==> src/rtl/mwu_pkg.sv <==
package mwu_pkg;

   typedef enum logic [2:0] {
      RX_IDLE,
      RX_START,
      RX_BITS,
      RX_STOP,
      RX_BREAK
   } rx_state_e;

   typedef enum logic {
      TX_IDLE,
      TX_SEND
   } tx_state_e;

endpackage

==> src/rtl/mwu_rx_deframe.sv <==
module mwu_rx_deframe
   import mwu_pkg::*;
#(
   parameter int unsigned OVS         = 16,
   parameter int unsigned DATA_W      = 8,
   parameter int unsigned SYNC_STAGES = 2
) (
   input  logic              clk,
   input  logic              rst_n,
   input  logic              tick_i,
   input  logic              rxd_i,
   output logic              done_o,
   output logic [DATA_W-1:0] data_o,
   output logic              bit9_o,
   output logic              stop_ok_o
);

   localparam int unsigned CNT_W      = $clog2(OVS);
   localparam int unsigned FRAME_BITS = DATA_W + 1;
   localparam int unsigned IDX_W      = $clog2(FRAME_BITS + 1);
   localparam logic [CNT_W-1:0] MID   = CNT_W'(OVS / 2 - 1);
   localparam logic [CNT_W-1:0] LAST  = CNT_W'(OVS - 1);
   localparam logic [IDX_W-1:0] IDX_END = IDX_W'(FRAME_BITS - 1);

   logic rx_s;

   generate
      if (SYNC_STAGES == 0) begin : g_nosync
         assign rx_s = rxd_i;
      end else begin : g_sync
         logic [SYNC_STAGES-1:0] sync_q;
         always_ff @(posedge clk or negedge rst_n) begin
            if (!rst_n) begin
               sync_q <= '1;
            end else begin
               sync_q[0] <= rxd_i;
               for (int i = 1; i < SYNC_STAGES; i++) begin
                  sync_q[i] <= sync_q[i-1];
               end
            end
         end
         assign rx_s = sync_q[SYNC_STAGES-1];
      end
   endgenerate

   rx_state_e             st_q;
   logic [CNT_W-1:0]      cnt_q;
   logic [IDX_W-1:0]      idx_q;
   logic [FRAME_BITS-1:0] sh_q;
   logic                  done_q;
   logic                  stop_q;

   always_ff @(posedge clk or negedge rst_n) begin
      if (!rst_n) begin
         st_q   <= RX_IDLE;
         cnt_q  <= '0;
         idx_q  <= '0;
         sh_q   <= '0;
         done_q <= 1'b0;
         stop_q <= 1'b0;
      end else begin
         done_q <= 1'b0;
         if (tick_i) begin
            unique case (st_q)
               RX_IDLE: begin
                  if (!rx_s) begin
                     st_q  <= RX_START;
                     cnt_q <= '0;
                  end
               end
               RX_START: begin
                  if (cnt_q == MID) begin
                     cnt_q <= '0;
                     idx_q <= '0;
                     st_q  <= rx_s ? RX_IDLE : RX_BITS;
                  end else begin
                     cnt_q <= cnt_q + 1'b1;
                  end
               end
               RX_BITS: begin
                  if (cnt_q == LAST) begin
                     cnt_q <= '0;
                     sh_q  <= {rx_s, sh_q[FRAME_BITS-1:1]};
                     if (idx_q == IDX_END) begin
                        st_q <= RX_STOP;
                     end else begin
                        idx_q <= idx_q + 1'b1;
                     end
                  end else begin
                     cnt_q <= cnt_q + 1'b1;
                  end
               end
               RX_STOP: begin
                  if (cnt_q == LAST) begin
                     cnt_q  <= '0;
                     done_q <= 1'b1;
                     stop_q <= rx_s;
                     st_q   <= rx_s ? RX_IDLE : RX_BREAK;
                  end else begin
                     cnt_q <= cnt_q + 1'b1;
                  end
               end
               RX_BREAK: begin
                  if (rx_s) begin
                     st_q <= RX_IDLE;
                  end
               end
               default: st_q <= RX_IDLE;
            endcase
         end
      end
   end

   assign done_o    = done_q;
   assign data_o    = sh_q[DATA_W-1:0];
   assign bit9_o    = sh_q[FRAME_BITS-1];
   assign stop_ok_o = stop_q;

endmodule

==> src/rtl/mwu_wake_filter.sv <==
module mwu_wake_filter #(
   parameter int unsigned DATA_W = 8
) (
   input  logic              clk,
   input  logic              rst_n,
   input  logic              done_i,
   input  logic [DATA_W-1:0] data_i,
   input  logic              bit9_i,
   input  logic              stop_ok_i,
   input  logic [DATA_W-1:0] own_i,
   input  logic              rearm_i,
   output logic              wake_o,
   output logic              irq_o,
   output logic              ferr_o,
   output logic [DATA_W-1:0] data_o,
   output logic              bit9_o
);

   logic              wake_q;
   logic              irq_q;
   logic              ferr_q;
   logic [DATA_W-1:0] data_q;
   logic              bit9_q;
   logic              hit;

   assign hit = (data_i == own_i);

   always_ff @(posedge clk or negedge rst_n) begin
      if (!rst_n) begin
         wake_q <= 1'b1;
         irq_q  <= 1'b0;
         ferr_q <= 1'b0;
         data_q <= '0;
         bit9_q <= 1'b0;
      end else begin
         irq_q  <= 1'b0;
         ferr_q <= 1'b0;
         if (done_i) begin
            if (!stop_ok_i) begin
               ferr_q <= 1'b1;
            end else if (bit9_i) begin
               if (hit) begin
                  wake_q <= 1'b0;
                  irq_q  <= 1'b1;
                  data_q <= data_i;
                  bit9_q <= 1'b1;
               end else begin
                  wake_q <= 1'b1;
               end
            end else if (!wake_q) begin
               irq_q  <= 1'b1;
               data_q <= data_i;
               bit9_q <= 1'b0;
            end
         end
         if (rearm_i) begin
            wake_q <= 1'b1;
         end
      end
   end

   assign wake_o = wake_q;
   assign irq_o  = irq_q;
   assign ferr_o = ferr_q;
   assign data_o = data_q;
   assign bit9_o = bit9_q;

endmodule

==> src/rtl/mwu_tx.sv <==
module mwu_tx
   import mwu_pkg::*;
#(
   parameter int unsigned OVS    = 16,
   parameter int unsigned DATA_W = 8
) (
   input  logic              clk,
   input  logic              rst_n,
   input  logic              tick_i,
   input  logic [DATA_W-1:0] data_i,
   input  logic              start_i,
   output logic              busy_o,
   output logic              txd_o
);

   localparam int unsigned CNT_W   = $clog2(OVS);
   localparam int unsigned FRAME_W = DATA_W + 3;
   localparam int unsigned BIDX_W  = $clog2(FRAME_W);
   localparam logic [CNT_W-1:0]  LAST     = CNT_W'(OVS - 1);
   localparam logic [BIDX_W-1:0] BIDX_END = BIDX_W'(FRAME_W - 1);

   tx_state_e          st_q;
   logic [CNT_W-1:0]   cnt_q;
   logic [BIDX_W-1:0]  bidx_q;
   logic [FRAME_W-1:0] sh_q;

   always_ff @(posedge clk or negedge rst_n) begin
      if (!rst_n) begin
         st_q   <= TX_IDLE;
         cnt_q  <= '0;
         bidx_q <= '0;
         sh_q   <= '1;
      end else begin
         unique case (st_q)
            TX_IDLE: begin
               if (start_i) begin
                  st_q   <= TX_SEND;
                  cnt_q  <= '0;
                  bidx_q <= '0;
                  sh_q   <= {1'b1, 1'b0, data_i, 1'b0};
               end
            end
            TX_SEND: begin
               if (tick_i) begin
                  if (cnt_q == LAST) begin
                     cnt_q <= '0;
                     if (bidx_q == BIDX_END) begin
                        st_q <= TX_IDLE;
                        sh_q <= '1;
                     end else begin
                        bidx_q <= bidx_q + 1'b1;
                        sh_q   <= {1'b1, sh_q[FRAME_W-1:1]};
                     end
                  end else begin
                     cnt_q <= cnt_q + 1'b1;
                  end
               end
            end
            default: st_q <= TX_IDLE;
         endcase
      end
   end

   assign busy_o = (st_q == TX_SEND);
   assign txd_o  = (st_q == TX_SEND) ? sh_q[0] : 1'b1;

endmodule

==> src/rtl/mwu_node.sv <==
module mwu_node #(
   parameter int unsigned OVS         = 16,
   parameter int unsigned DATA_W      = 8,
   parameter int unsigned SYNC_STAGES = 2
) (
   input  logic              clk,
   input  logic              rst_n,
   input  logic              os_tick_i,
   input  logic              rxd_i,
   input  logic [DATA_W-1:0] own_code_i,
   input  logic              rearm_i,
   output logic [DATA_W-1:0] rx_data_o,
   output logic              rx_bit9_o,
   output logic              rx_irq_o,
   output logic              frame_err_o,
   output logic              wake_o,
   input  logic [DATA_W-1:0] tx_data_i,
   input  logic              tx_start_i,
   output logic              tx_busy_o,
   output logic              txd_o
);

   generate
      if (OVS < 4 || (OVS % 2) != 0) begin : g_bad_ovs
         $error("mwu_node: OVS must be even and at least 4");
      end
      if (DATA_W < 1) begin : g_bad_width
         $error("mwu_node: DATA_W must be at least 1");
      end
      if (SYNC_STAGES > 4) begin : g_bad_sync
         $error("mwu_node: SYNC_STAGES must be 0 to 4");
      end
   endgenerate

   logic              fr_done;
   logic [DATA_W-1:0] fr_data;
   logic              fr_bit9;
   logic              fr_stop_ok;

   mwu_rx_deframe #(
      .OVS         (OVS),
      .DATA_W      (DATA_W),
      .SYNC_STAGES (SYNC_STAGES)
   ) u_rx (
      .clk       (clk),
      .rst_n     (rst_n),
      .tick_i    (os_tick_i),
      .rxd_i     (rxd_i),
      .done_o    (fr_done),
      .data_o    (fr_data),
      .bit9_o    (fr_bit9),
      .stop_ok_o (fr_stop_ok)
   );

   mwu_wake_filter #(
      .DATA_W (DATA_W)
   ) u_filt (
      .clk       (clk),
      .rst_n     (rst_n),
      .done_i    (fr_done),
      .data_i    (fr_data),
      .bit9_i    (fr_bit9),
      .stop_ok_i (fr_stop_ok),
      .own_i     (own_code_i),
      .rearm_i   (rearm_i),
      .wake_o    (wake_o),
      .irq_o     (rx_irq_o),
      .ferr_o    (frame_err_o),
      .data_o    (rx_data_o),
      .bit9_o    (rx_bit9_o)
   );

   mwu_tx #(
      .OVS    (OVS),
      .DATA_W (DATA_W)
   ) u_tx (
      .clk     (clk),
      .rst_n   (rst_n),
      .tick_i  (os_tick_i),
      .data_i  (tx_data_i),
      .start_i (tx_start_i),
      .busy_o  (tx_busy_o),
      .txd_o   (txd_o)
   );

endmodule

==> config.mk <==
export PLATFORM = sky130hd
export DESIGN_NAME = mwu_node
export DESIGN_NICKNAME = d
export VERILOG_FILES = /design/src/rtl/mwu_pkg.sv /design/src/rtl/mwu_rx_deframe.sv /design/src/rtl/mwu_wake_filter.sv /design/src/rtl/mwu_tx.sv /design/src/rtl/mwu_node.sv
export SDC_FILE = /design/constraint.sdc
export NUM_CORES = 1
export LEC_CHECK = 0
export ABC_AREA = 1
export BUFFER_PORTS_ARGS = -buffer_cell sky130_fd_sc_hd__buf_2
export CAP_MARGIN = 20
export CORE_ASPECT_RATIO = 1.2
export CORE_MARGIN = 2
export CORE_UTILIZATION = 60
export DETAILED_ROUTE_END_ITERATION = 6
export GPL_ROUTABILITY_DRIVEN = 0
export PLACE_DENSITY = 0.83
export SKIP_CTS_REPAIR_TIMING = 1
export SLEW_MARGIN = 25
export SYNTH_ARGS = -nofsm -noshare
export SYNTH_HDL_FRONTEND = slang
export SYNTH_SLANG_ARGS = --single-unit
==> constraint.sdc <==
create_clock -name clk -period 3 [get_ports clk]
set_input_delay 0.6 -clock clk [delete_from_list [all_inputs] [get_ports clk]]
set_output_delay 0.6 -clock clk [all_outputs]
set_load 0.05 [all_outputs]
### Word level (Yosys, flattened, before mapping)

Index checks and enable logic that the tools add are counted.

* bits in registers: 56
* bits of input ports: 22
* output and inout port bits: 14

* $add $sub $neg: 4
* equality and inequality tests: 23
* multiplexer cells: 57
* bitwise logic cells: 1
* reductions and logical operators: 17

Operators with widths (count)
* 4-bit 2-to-1 mux: 12
* 11-bit 2-to-1 mux: 3
* 8-bit 2-to-1 mux: 3
* 4-bit case mux with 2 select lines: 3
* 1-bit 2-to-1 mux: 23
* 11-bit case mux with 2 select lines: 1
* 3-bit 2-to-1 mux: 7
* 4-bit by 1-bit adder with 4-bit output, second input constant: 4
* 4-bit equality test, second input constant: 4
* 3-bit case mux with 5 select lines: 1
* 3-bit AND reduction: 5
* 2-bit inequality test, second input constant: 7
* 2-bit by 1-bit inequality test with 1-bit output, second input constant: 6
* 4-bit case mux with 3 select lines: 1
* 10-bit 2-to-1 mux: 1
* 8-bit equality test: 1
* 4-bit AND reduction: 2
* 2-bit nonzero test: 4
* 7-bit AND reduction: 1
* 3-bit by 2-bit equality test with 1-bit output, second input constant: 2
* 5-bit AND reduction: 1
* 4-bit by 3-bit equality test with 1-bit output, second input constant: 1
* 3-bit by 1-bit equality test with 1-bit output, second input constant: 1
* 3-bit equality test, second input constant: 1
* other kinds (7): 7

### Longest topological paths before layout

Gate-level depths: netlist of run 1.

* depth after elaboration: 6
* mapped depth: 10
* mapped depth without buffers: 10

### Cells and area by module

A second synthesis of run 1 with hierarchy kept.

* cell total of the unflattened synthesis: 392
* area total of the unflattened synthesis: 3086.7 um2

Modules (own cells, without submodules)
* mwu_rx_deframe: times used 1, cells an instance 150, area an instance 1252.5 um2, sequential area each 603.1 um2
* mwu_tx: times used 1, cells an instance 131, area an instance 1033.5 um2, sequential area each 488.0 um2
* mwu_wake_filter: times used 1, cells an instance 111, area an instance 800.8 um2, sequential area each 301.5 um2

### Worst setup path before layout of run 1

Ideal clock, no wire load.

* path kind: flip-flop to output port
* start: register u_tx.st_q (netlist: u_tx.busy_o)
* end: output txd_o
* arrival time: 1.139 ns
* data required time: 2.400 ns
* path slack: 1.261 ns
* stages on the path, launching flop included: 3
* path through: dfrtp_1 -> buf_6 -> nand2_1

* word-level cells in the longest chain between the ends: 1

RTL lines
* start: declaration: RTL line mwu_tx.sv:22 `tx_state_e st_q;`
* start signal: assignment: RTL line mwu_tx.sv:29 `st_q <= TX_IDLE;`
* start signal: assignment: RTL line mwu_tx.sv:37 `st_q <= TX_SEND;`
* start signal: assignment: RTL line mwu_tx.sv:48 `st_q <= TX_IDLE;`
* 1-bit 2-to-1 mux: RTL line mwu_tx.sv:65 `assign txd_o = (st_q == TX_SEND) ? sh_q[0] : 1'b1;`
* end: declaration: RTL line mwu_node.sv:20 `output logic txd_o`

Every way passes these cells.

### Worst setup path after layout of run 1

* start: register u_tx.st_q (netlist: u_tx.busy_o)
* end: output tx_busy_o

RTL lines
* end: declaration: RTL line mwu_node.sv:19 `output logic tx_busy_o,`

No word-level cell between the ends.

==> results by group, run 1 <==
Placed design
  – Post-DP Area: 2920 sq um
  – Port Buffers: 35
  – DP Worst Slack: 1.26 ns
  – Post-DP HPWL: 3640 um

Critical path
  – Slowest-stage cell, CP: dfrtp_1
  – CP top delay family: flip-flops
  – CP Max Fanout: 12
  – Crit path capture type: output pin
  – Worst EP required: 2.40 ns
  – R2R Setup Slk: 1.37 ns
  – Worst Path Arrival: 1.28 ns
  – Critical Path Source Type: flip-flop
  – CP cell instances: buf_2
  – Buf/Inv on CP: 1
  – CP max stage delay: 0.62 ns
  – Crit path kind: flip-flop to output pin

Detailed routing
  – Drt initial violations: 67
  – WL/cell: 11.7 um
  – Vias per inst: 5.31
  – Post-Route WL: 4810 um
  – Routed Antenna Nets: 0
  – Detailed-route DRC error count: 0
  – TritonRoute pass-1 iters: 4
  – DR vias: 2177

STA
  – Final Max Tran Viols: 0
  – Worst Tran Pin Value: 0.556 ns
  – Setup Skew: 0.00808 ns
  – Setup Total Neg Slack: 0 ns
  – Slew Limit Headroom: 62.9%
  – RSZ-0062 raised after global routing: false
  – Fin worst setup slack: 1.12 ns
  – Crit share post-route: 62.8%
  – Final hold violations: 0
  – Final min period: 1.88 ns
  – Final setup fails: 0
  – Fmax achieved: 531 MHz

Global routing
  – Initial antenna violation count: 0
  – Pin count of the biggest net entering global routing: 47
  – Met3 Usage GRT: 4.06%
  – Vias in the first global route: 2018
  – Most Crowded Layer GR: met2
  – M1 GR Usage: 27.3%
  – Overall Global Routing Usage: 21.3%
  – Total congestion overflow: 0
  – First-pass GRT wire length: 8540 um
  – Met2 Use GR: 35.5%

Logic synthesis
  – Ys Warns: 0
  – Simple-gate share of the synthesized area: 27.3%
  – Adder-cell share of the synthesized area: 2.77%
  – Distinct cells, synth: 32
  – Yosys reg bits: 55
  – Syn_nets: 342
  – Largest area contributor in the netlist: dfrtp_1
  – Yosys top cell area share: 38.8%
  – Main combinational cell family by area after synthesis: simple AND/OR/NAND/NOR gates
  – Seq/Total Area, Yosys: 51.5%
  – Syn Inst Count: 314
  – XOR/XNOR share of the synthesized area: 1.62%
  – Complex-gate fraction of the synthesized area: 10.4%
  – Mux share of post-synthesis cell area: 0%
  – Top cells by area, synth: dfrtp_1 (39%), dfstp_2 (13%), nand2_1 (10%)
  – Synthesized area: 2710 sq um
  – Avg Cell Area, Syn: 8.62 sq um

Clocking
  – Worst-path clk slew: 0.10 ns
  – CTS tree: done
  – Root buf cell: clkbuf_8
  – Clock Sink Count: 55
  – Inserted Clock Buffers: 5
  – Clk_lat worst skew: 0.31 ns
  – Htree depth: 2
  – Clk buf depth: 2

Final layout
  – Commonest non-fill, non-tap cell in the layout: nand2_1
  – Ant diodes: 0
  – Post-layout util: 70.2%
  – Top library cells by usage in the layout, fill and taps aside: nand2_1 (72), dfrtp_1 (42), nor2_1 (37)
  – Share of layout cells above drive strength 1: 22.3%
  – Nets: 381
  – Fin area: 3020 sq um
  – Layout area overhead: 11.4%

Pwr
  – PwrDens: 665 nW/um^2
  – Lkg Pwr: 0.00153 uW
  – Max rail drop VDD: 321 uV

Die
  – Cell Rows: 26
  – Die Wd: 65.3 um
  – Die height: 77.6 um
  – Starting Density: 63.0%
  – Die Footprint: 5070 sq um
  – Core area: 4290 sq um
  – Boundary Pins: 36

Outcome
  – Status: completed

Flow run
  – Max_cap viols: 0

Min path
  – Worst hold path type: input pin to asynchronous set/reset pin
[sequential cells by signal, indices dropped and copies added, names as in the netlist]
signal / flops
u_rx.cnt_q: 4
u_rx.g_sync.sync_q: 2
u_rx.done_o: 1
u_filt.data_o: 8
u_tx.cnt_q: 4
u_rx.idx_q: 4
u_filt.bit9_o: 1
u_tx.bidx_q: 4
u_tx.busy_o: 1
u_filt.ferr_o: 1
u_filt.irq_o: 1
u_rx.sh_q: 9
u_rx.stop_ok_o: 1
u_filt.wake_o: 1
u_rx.st_q: 3
u_tx.sh_q: 10
[power by group]
part	internal [uW]	switching (uW)	leakage, uW
Clock	168	240	0.0000486
Combinational	208	328	0.000798
Sequential	944	117	0.000685
[kinds of logic (layout without fill, tap and decap cells)]
| logic type | after synthesis | count (layout) |
|---|---|---|
| buffers and inverters | 39 | 79 |
| and+or+nand+nor | 161 | 161 |
| xor gates and xnor gates | 5 | 5 |
| DFF | 55 | 55 |
| AOI/OAI and AO/OA | 48 | 48 |
| adders and majority gates | 6 | 6 |
[synthesized netlist by cell type]
library cell,instances
or2_2,2
nor2_2,2
inv_6,1
nand3b_1,1
a31oi_1,1
o21ai_2,1
a22o_1,1
o22ai_1,11
nand3_1,31
buf_6,3
nor3_1,2
inv_1,32
ha_1,6
buf_2,1
o21ai_1,14
dfrtp_1,42
xor2_1,2
nand2_2,4
nand2_4,3
inv_2,2
o21ai_0,9
nand2_1,72
nor2_1,37
nand4_4,1
nand4_1,3
xnor2_1,3
nor2_4,3
a21oi_1,7
o21bai_1,1
dfstp_2,13
a21oi_2,2
a31oi_2,1
[layout make-up]
type | count | area, sq um
Tap cell | 56 | 70.1
Clock inverter | 3 | 23.8
Sequential cell | 55 | 1390
Clock buffer | 5 | 68.8
Inverter | 35 | 136
Timing Repair Buffer | 36 | 185
Fill cell | 346 | 1280
Multi-Input combinational cell | 220 | 1140
[worst paths after layout]
check | startpoint | cells after the start | endpoint
max | u_tx.busy_o$_DFF_PN0_ | 1 | tx_busy_o
min | rst_n | 1 | u_tx.busy_o$_DFF_PN0_
max reg2reg | u_tx.busy_o$_DFF_PN0_ | 7 | u_tx.sh_q[0]$_DFFE_PN1P_
min reg2reg | u_rx.g_sync.sync_q[0]$_DFF_PN1_ | 0 | u_rx.g_sync.sync_q[1]$_DFF_PN1_
max in group asynchronous | rst_n | 2 | u_tx.sh_q[9]$_DFFE_PN1P_
min in group clk | u_rx.g_sync.sync_q[0]$_DFF_PN1_ | 0 | u_rx.g_sync.sync_q[1]$_DFF_PN1_
[routing by layer]
metal	routed length, um	up-vias
met5	0	-
met4	102	0
met3	179	10
met2	2320	39
met1	2210	1022
li1	-	1106
[metrics by stage]
stage,total power (uW),cells,hold slack [ns]
global placement,1590,402,0.346
CTS,2030,410,0.362
detailed placement,1620,402,0.348
global route,2170,410,0.306
floorplan,1480,314,0.304
finish,2010,410,0.266
Note: power is estimated with default switching activity, not from simulation.
==> run 2: changes to the inputs <==
ABC_AREA = 0   (was 1)
CORE_UTILIZATION = 51   (was 60)
PLACE_DENSITY = 0.75   (was 0.83)
clock period = 1.7 ns   (was 3 ns; I/O delays follow)
==> run 2 against run 1 <==
Non-clock buffer count increased by 22. Flip-flop and latch count unchanged. Critical path depth increased by 4. Routed wire length increased by 10%. Area after synthesis decreased by 1.2%. Global-route usage decreased by 2.3 points. Combinational power increased by 110%. Clock power increased by 82%. Largest cell class unchanged. Hold slack got worse by 0.16 ns. Sequential share of layout area decreased by 2.7 points.
==> results by group, run 2 <==
Pwr
  – PwrDens: 1190 nW/um^2
  – Power, Total: 3810 uW
  – Lkg Pwr: 0.00154 uW
  – Max rail drop VDD: 881 uV

Detailed routing
  – Post-Route WL: 5320 um
  – Drt initial violations: 84
  – Met1 WL: 2330 um
  – DR top layer: met4
  – WL/cell: 14.7 um
  – DR vias: 2036
  – Vias per inst: 5.62
  – Routed Antenna Nets: 0
  – Met3 WL: 159 um
  – Met2 wire length: 2740 um
  – TritonRoute pass-1 iters: 4
  – Detailed-route DRC error count: 0

Placed design
  – Post-DP Area: 3040 sq um
  – Post-DP HPWL: 3850 um
  – Port Buffers: 35

Final layout
  – Fin area: 3200 sq um
  – Nets: 329
  – Share of layout cells above drive strength 1: 37.4%
  – Commonest non-fill, non-tap cell in the layout: dfrtp_1
  – Layout area overhead: 19.8%
  – Most flops, register: u_tx.sh_q
  – Top library cells by usage in the layout, fill and taps aside: dfrtp_1 (41), buf_2 (35), nor2_1 (23)
  – Ant diodes: 0
  – Post-layout util: 64.0%
  – Largest register FFs: 10

Clocking
  – Clk_lat worst skew: 0.31 ns
  – Inserted Clock Buffers: 5
  – Worst-path clk slew: 0.10 ns
  – CTS tree: done
  – Htree depth: 2
  – Root buf cell: clkbuf_8
  – Clk buf depth: 2
  – Clock Sink Count: 55

Logic synthesis
  – Adder-cell share of the synthesized area: 2.81%
  – Avg Cell Area, Syn: 10.9 sq um
  – Largest area contributor in the netlist: dfrtp_1
  – Ys flop type: dfrtp_1
  – Simple-gate share of the synthesized area: 17.7%
  – XOR/XNOR share of the synthesized area: 3.60%
  – Main combinational cell family by area after synthesis: simple AND/OR/NAND/NOR gates
  – EDFF count, synth: 0
  – Complex-gate fraction of the synthesized area: 11.4%
  – Top cells by area, synth: dfrtp_1 (39%), dfstp_2 (13%), mux2_2 (8.4%)
  – Yosys reg bits: 55
  – Post-synth top cells: dfrtp_1 (42), nor2_1 (23), mux2_2 (20)
  – Seq/Total Area, Yosys: 52.1%
  – Synthesized area: 2680 sq um
  – Mux share of post-synthesis cell area: 9.54%
  – Post-synth ARST share: 100%
  – Syn Inst Count: 245
  – Top-count cell post-synth: dfrtp_1
  – Yosys top cell area share: 39.3%
  – Syn_nets: 273
  – Ys Warns: 0
  – Distinct cells, synth: 50

Die
  – Die height: 83.3 um
  – Cell Rows: 28
  – Die Wd: 70.1 um
  – Core area: 5010 sq um
  – Die Footprint: 5840 sq um
  – Starting Density: 53.4%
  – Boundary Pins: 36

STA
  – Crit share post-route: 96.9%
  – Slew Limit Headroom: 68.8%
  – Final hold violations: 0
  – Final hold slack: 0.111 ns
  – Setup Skew: 0.00524 ns
  – Worst Tran Pin Value: 0.468 ns
  – Final setup fails: 0
  – Setup Total Neg Slack: 0 ns
  – Final Max Tran Viols: 0
  – Fmax achieved: 607 MHz
  – Final min period: 1.65 ns

Critical path
  – Crit path kind: flip-flop to flip-flop
  – Worst Path Arrival: 1.86 ns
  – FF-to-FF Start: u_rx.cnt_q[0]$_DFFE_PN0P_
  – Crit path capture type: flip-flop
  – CP Max Fanout: 3
  – Worst EP required: 1.91 ns
  – Crit. Startpoint: u_rx.cnt_q[0]$_DFFE_PN0P_
  – Critical Path Source Type: flip-flop

Global routing
  – Pin count of the biggest net entering global routing: 26
  – First-pass GRT wire length: 9020 um
  – Initial antenna violation count: 0
  – Overall Global Routing Usage: 19.0%
  – Total congestion overflow: 0
  – Vias in the first global route: 1988

Outcome
  – Status: completed

Min path
  – Hold Crit Start: rxd_i
  – Worst hold path type: input pin to flip-flop

Flow run
  – Max_cap viols: 0
==> run 2: final cells by class <==
type                    count  area [sq um]
clock buffers               6          72.6
clock inverters             2          17.5
fillers                   437          1810
inverters                   9          33.8
multi-input cells         172          1240
flip-flops and latches     55          1390
well taps                  60          75.1
repair buffers             58           367
==> run 2: worst paths after layout <==
kind                       slack (ns)                              end  cells past startpoint
setup / recovery                 0.05       u_rx.stop_ok_o$_DFFE_PN0P_                      5
hold / removal                   0.11  u_rx.g_sync.sync_q[0]$_DFF_PN1_                      1
min in group asynchronous        0.50       u_tx.bidx_q[1]$_DFFE_PN0P_                      2
setup reg to reg                 0.05       u_rx.stop_ok_o$_DFFE_PN0P_                      5
max in group asynchronous        0.57         u_tx.sh_q[2]$_DFFE_PN1P_                      3
hold reg to reg                  0.37  u_rx.g_sync.sync_q[1]$_DFF_PN1_                      0
==> run 2: logic make-up after synthesis <==
group                    count (synthesis)
AO/OA/AOI/OAI                           43
flip-flops                              55
XOR/XNOR                                11
adder cells (fa/ha/maj)                  6
AND/OR/NAND/NOR                         89
buffers and inverters                   18
multiplexers                            23
==> run 2: stage by stage <==
| stage | cells | setup WS (ns) |
|---|---|---|
| after floorplan | 245 | 0.0324 |
| after global placement | 350 | 0.0692 |
| after detailed placement | 350 | 0.0185 |
| after CTS | 358 | 0.0144 |
| after global routing | 362 | -0.00378 |
| final | 362 | 0.0534 |
==> run 2: metal layers <==
metal / up-vias / global-route usage [%]
met5: - / 0
met4: 0 / 7.34
met3: 7 / 3.03
met2: 44 / 33.0
met1: 996 / 23.6
li1: 989 / -
==> run 2: power breakdown <==
group / internal, uW / switching (uW) / leakage, uW
combinational: 578 / 569 / 0.000800
sequential: 1680 / 240 / 0.000692
clock: 297 / 447 / 0.0000454
==> run 2: critical path, stage by stage, from the launching register on <==
cell and delay (ns):
dfrtp_1 0.37, ha_2 0.21, and3_4 0.19, nand2_1 0.10, and4bb_2 0.34, mux2_2 0.33
==> run 3: changes to the inputs <==
GPL_TIMING_DRIVEN = 0   (was unset)
==> run 3 against run 2 <==
Global-route usage is 1.1 points lower. Via count is 0.39% higher. Clock power is 1% higher. Fmax is 2.5% lower. Routed wire length is 2.0% higher. Critical path type unchanged. First-iteration DRC count is 44% higher. Power is 1.0% higher. Final cell count is 0.83% lower. Non-clock buffer count is 5 lower. Setup slack worse by 0.042 ns.
==> results by group, run 3 (synthesis results as in run 2) <==
Pwr
  – Switching pwr: 1290 uW
  – PwrDens: 1180 nW/um^2
  – Lkg Pwr: 0.00153 uW
  – Clock share of power: 19.5%
  – Sw frac: 33.5%
  – Max rail drop VDD: 672 uV
  – Combinational fraction of design power: 30.9%
  – Internal Pwr Total: 2560 uW
  – Seq pwr share: 49.6%

Critical path
  – RR Endpoint: u_filt.data_o[6]$_DFFE_PN0P_
  – Worst Path Arrival: 1.88 ns
  – Worst EP required: 1.90 ns
  – R2R cell count: 5
  – FF-to-FF Start: u_rx.sh_q[2]$_DFFE_PN0P_
  – CP top delay family: flip-flops
  – Slowest-stage cell, CP: dfrtp_1
  – Crit path kind: flip-flop to flip-flop
  – Crit path capture type: flip-flop
  – R2R Setup Slk: 0.01 ns
  – Critical Path Source Type: flip-flop
  – CP max stage delay: 0.44 ns
  – Buf/Inv on CP: 1
  – CP Max Fanout: 5
  – CP cell instances: xor2_2 -> nor4_4 -> buf_4 -> a31oi_4 -> mux2_2

Outcome
  – Status: completed

Placed design
  – Port Buffers: 35
  – Post-DP Area: 2930 sq um
  – Post-DP HPWL: 3490 um

Detailed routing
  – Drt initial violations: 121
  – Vias per inst: 5.69
  – TritonRoute pass-1 iters: 4
  – Detailed-route DRC error count: 0
  – WL/cell: 15.1 um
  – Post-Route WL: 5420 um
  – Routed Antenna Nets: 0
  – DR vias: 2044

Global routing
  – Pin count of the biggest net entering global routing: 56
  – Overall Global Routing Usage: 17.9%
  – Vias in the first global route: 2007
  – Total congestion overflow: 0
  – First-pass GRT wire length: 8670 um
  – Initial antenna violation count: 0

STA
  – Slew Limit Headroom: 50.2%
  – Crit share post-route: 99.3%
  – Setup Total Neg Slack: 0 ns
  – Final setup fails: 0
  – Worst Tran Pin Value: 0.742 ns
  – Final min period: 1.69 ns
  – Setup Skew: 0.00714 ns
  – Final hold violations: 0
  – Fmax achieved: 592 MHz
  – Final Max Tran Viols: 0

Min path
  – Worst hold path type: input pin to asynchronous set/reset pin

Clocking
  – Root buf cell: clkbuf_8
  – Inserted Clock Buffers: 5
  – Clk_lat worst skew: 0.31 ns
  – Worst-path clk slew: 0.10 ns
  – Clk buf depth: 2
  – Htree depth: 2
  – Clock Sink Count: 55
  – CTS tree: done

Final layout
  – Layout area overhead: 21.5%
  – Share of layout cells above drive strength 1: 39.1%
  – Post-layout util: 64.9%
  – Top library cells by usage in the layout, fill and taps aside: dfrtp_1 (41), buf_2 (38), nor2_1 (22)
  – Largest register FFs: 10
  – Fin area: 3250 sq um
  – Ant diodes: 0
  – Most flops, register: u_tx.sh_q
  – Fillers: 400
  – Multi-input gate area: 1360 sq um
  – Nets: 326
  – Register area: 1390 sq um
  – Commonest non-fill, non-tap cell in the layout: dfrtp_1

Die
  – Core area: 5010 sq um
  – Boundary Pins: 36
  – Die Footprint: 5840 sq um
  – Starting Density: 53.4%
  – Cell Rows: 28
  – Die Wd: 70.1 um
  – Die height: 83.3 um

Flow run
  – Max_cap viols: 0
[run 3: worst reg2reg max path, cell delays in order, from the launching register on]
cell,delay [ns]
dfrtp_1,0.44
xor2_2,0.18
nor4_4,0.30
buf_4,0.19
a31oi_4,0.14
mux2_2,0.33
[run 3: metrics by stage]
stage	instances	power (uW)	setup WS [ns]	hold WS, ns
2_1_floorplan	245	2670	0.0324	0.0444
5_1_grt	359	4110	-0.0343	0.107
4_1_cts	348	3680	-0.275	0.0891
3_5_place_dp	340	2930	-0.181	0.354
3_3_place_gp	340	2870	-0.140	0.353
6_report	359	3850	0.0117	0.0417
[run 3: layer usage]
layer / vias to the layer above / wire length [um] / GRT usage, %
met4: 0 / 97 / 5.94
met1: 1004 / 2290 / 22.0
met3: 9 / 184 / 2.79
li1: 983 / - / -
met2: 48 / 2850 / 31.9
met5: - / 0 / 0
[run 3: worst max path at each step]
stage	start	endpoint	slack, ns	cells past startpoint
2_1_floorplan	u_filt.wake_o$_DFFE_PN1P_	u_filt.data_o[0]$_DFFE_PN0P_	0.03	3
4_1_cts	u_tx.busy_o$_DFF_PN0_	txd_o	-0.27	4
3_5_place_dp	own_code_i[6]	u_filt.data_o[5]$_DFFE_PN0P_	-0.18	5
3_3_place_gp	own_code_i[6]	u_filt.data_o[3]$_DFFE_PN0P_	-0.14	5
5_1_grt	u_rx.sh_q[2]$_DFFE_PN0P_	u_filt.data_o[6]$_DFFE_PN0P_	-0.03	5
6_report	u_rx.sh_q[2]$_DFFE_PN0P_	u_filt.data_o[6]$_DFFE_PN0P_	0.01	5
[run 3: final cells by class]
class	instances	area share, %
Sequential cell	55	42.9
Multi-Input combinational cell	174	41.8
Timing Repair Buffer	45	7.85
Tap cell	60	2.31
Clock buffer	5	2.12
Buffer	8	1.35
Inverter	9	1.04
Clock inverter	3	0.693
[run 3: power by group through the flow]
stage                     logic [uW]  registers, uW  clock network [uW]
after floorplan                  801           1870                   0
after global placement           955           1910                   0
after detailed placement        1000           1930                   0
after CTS                       1000           1910                 768
after global routing            1350           1940                 823
final                           1190           1910                 752
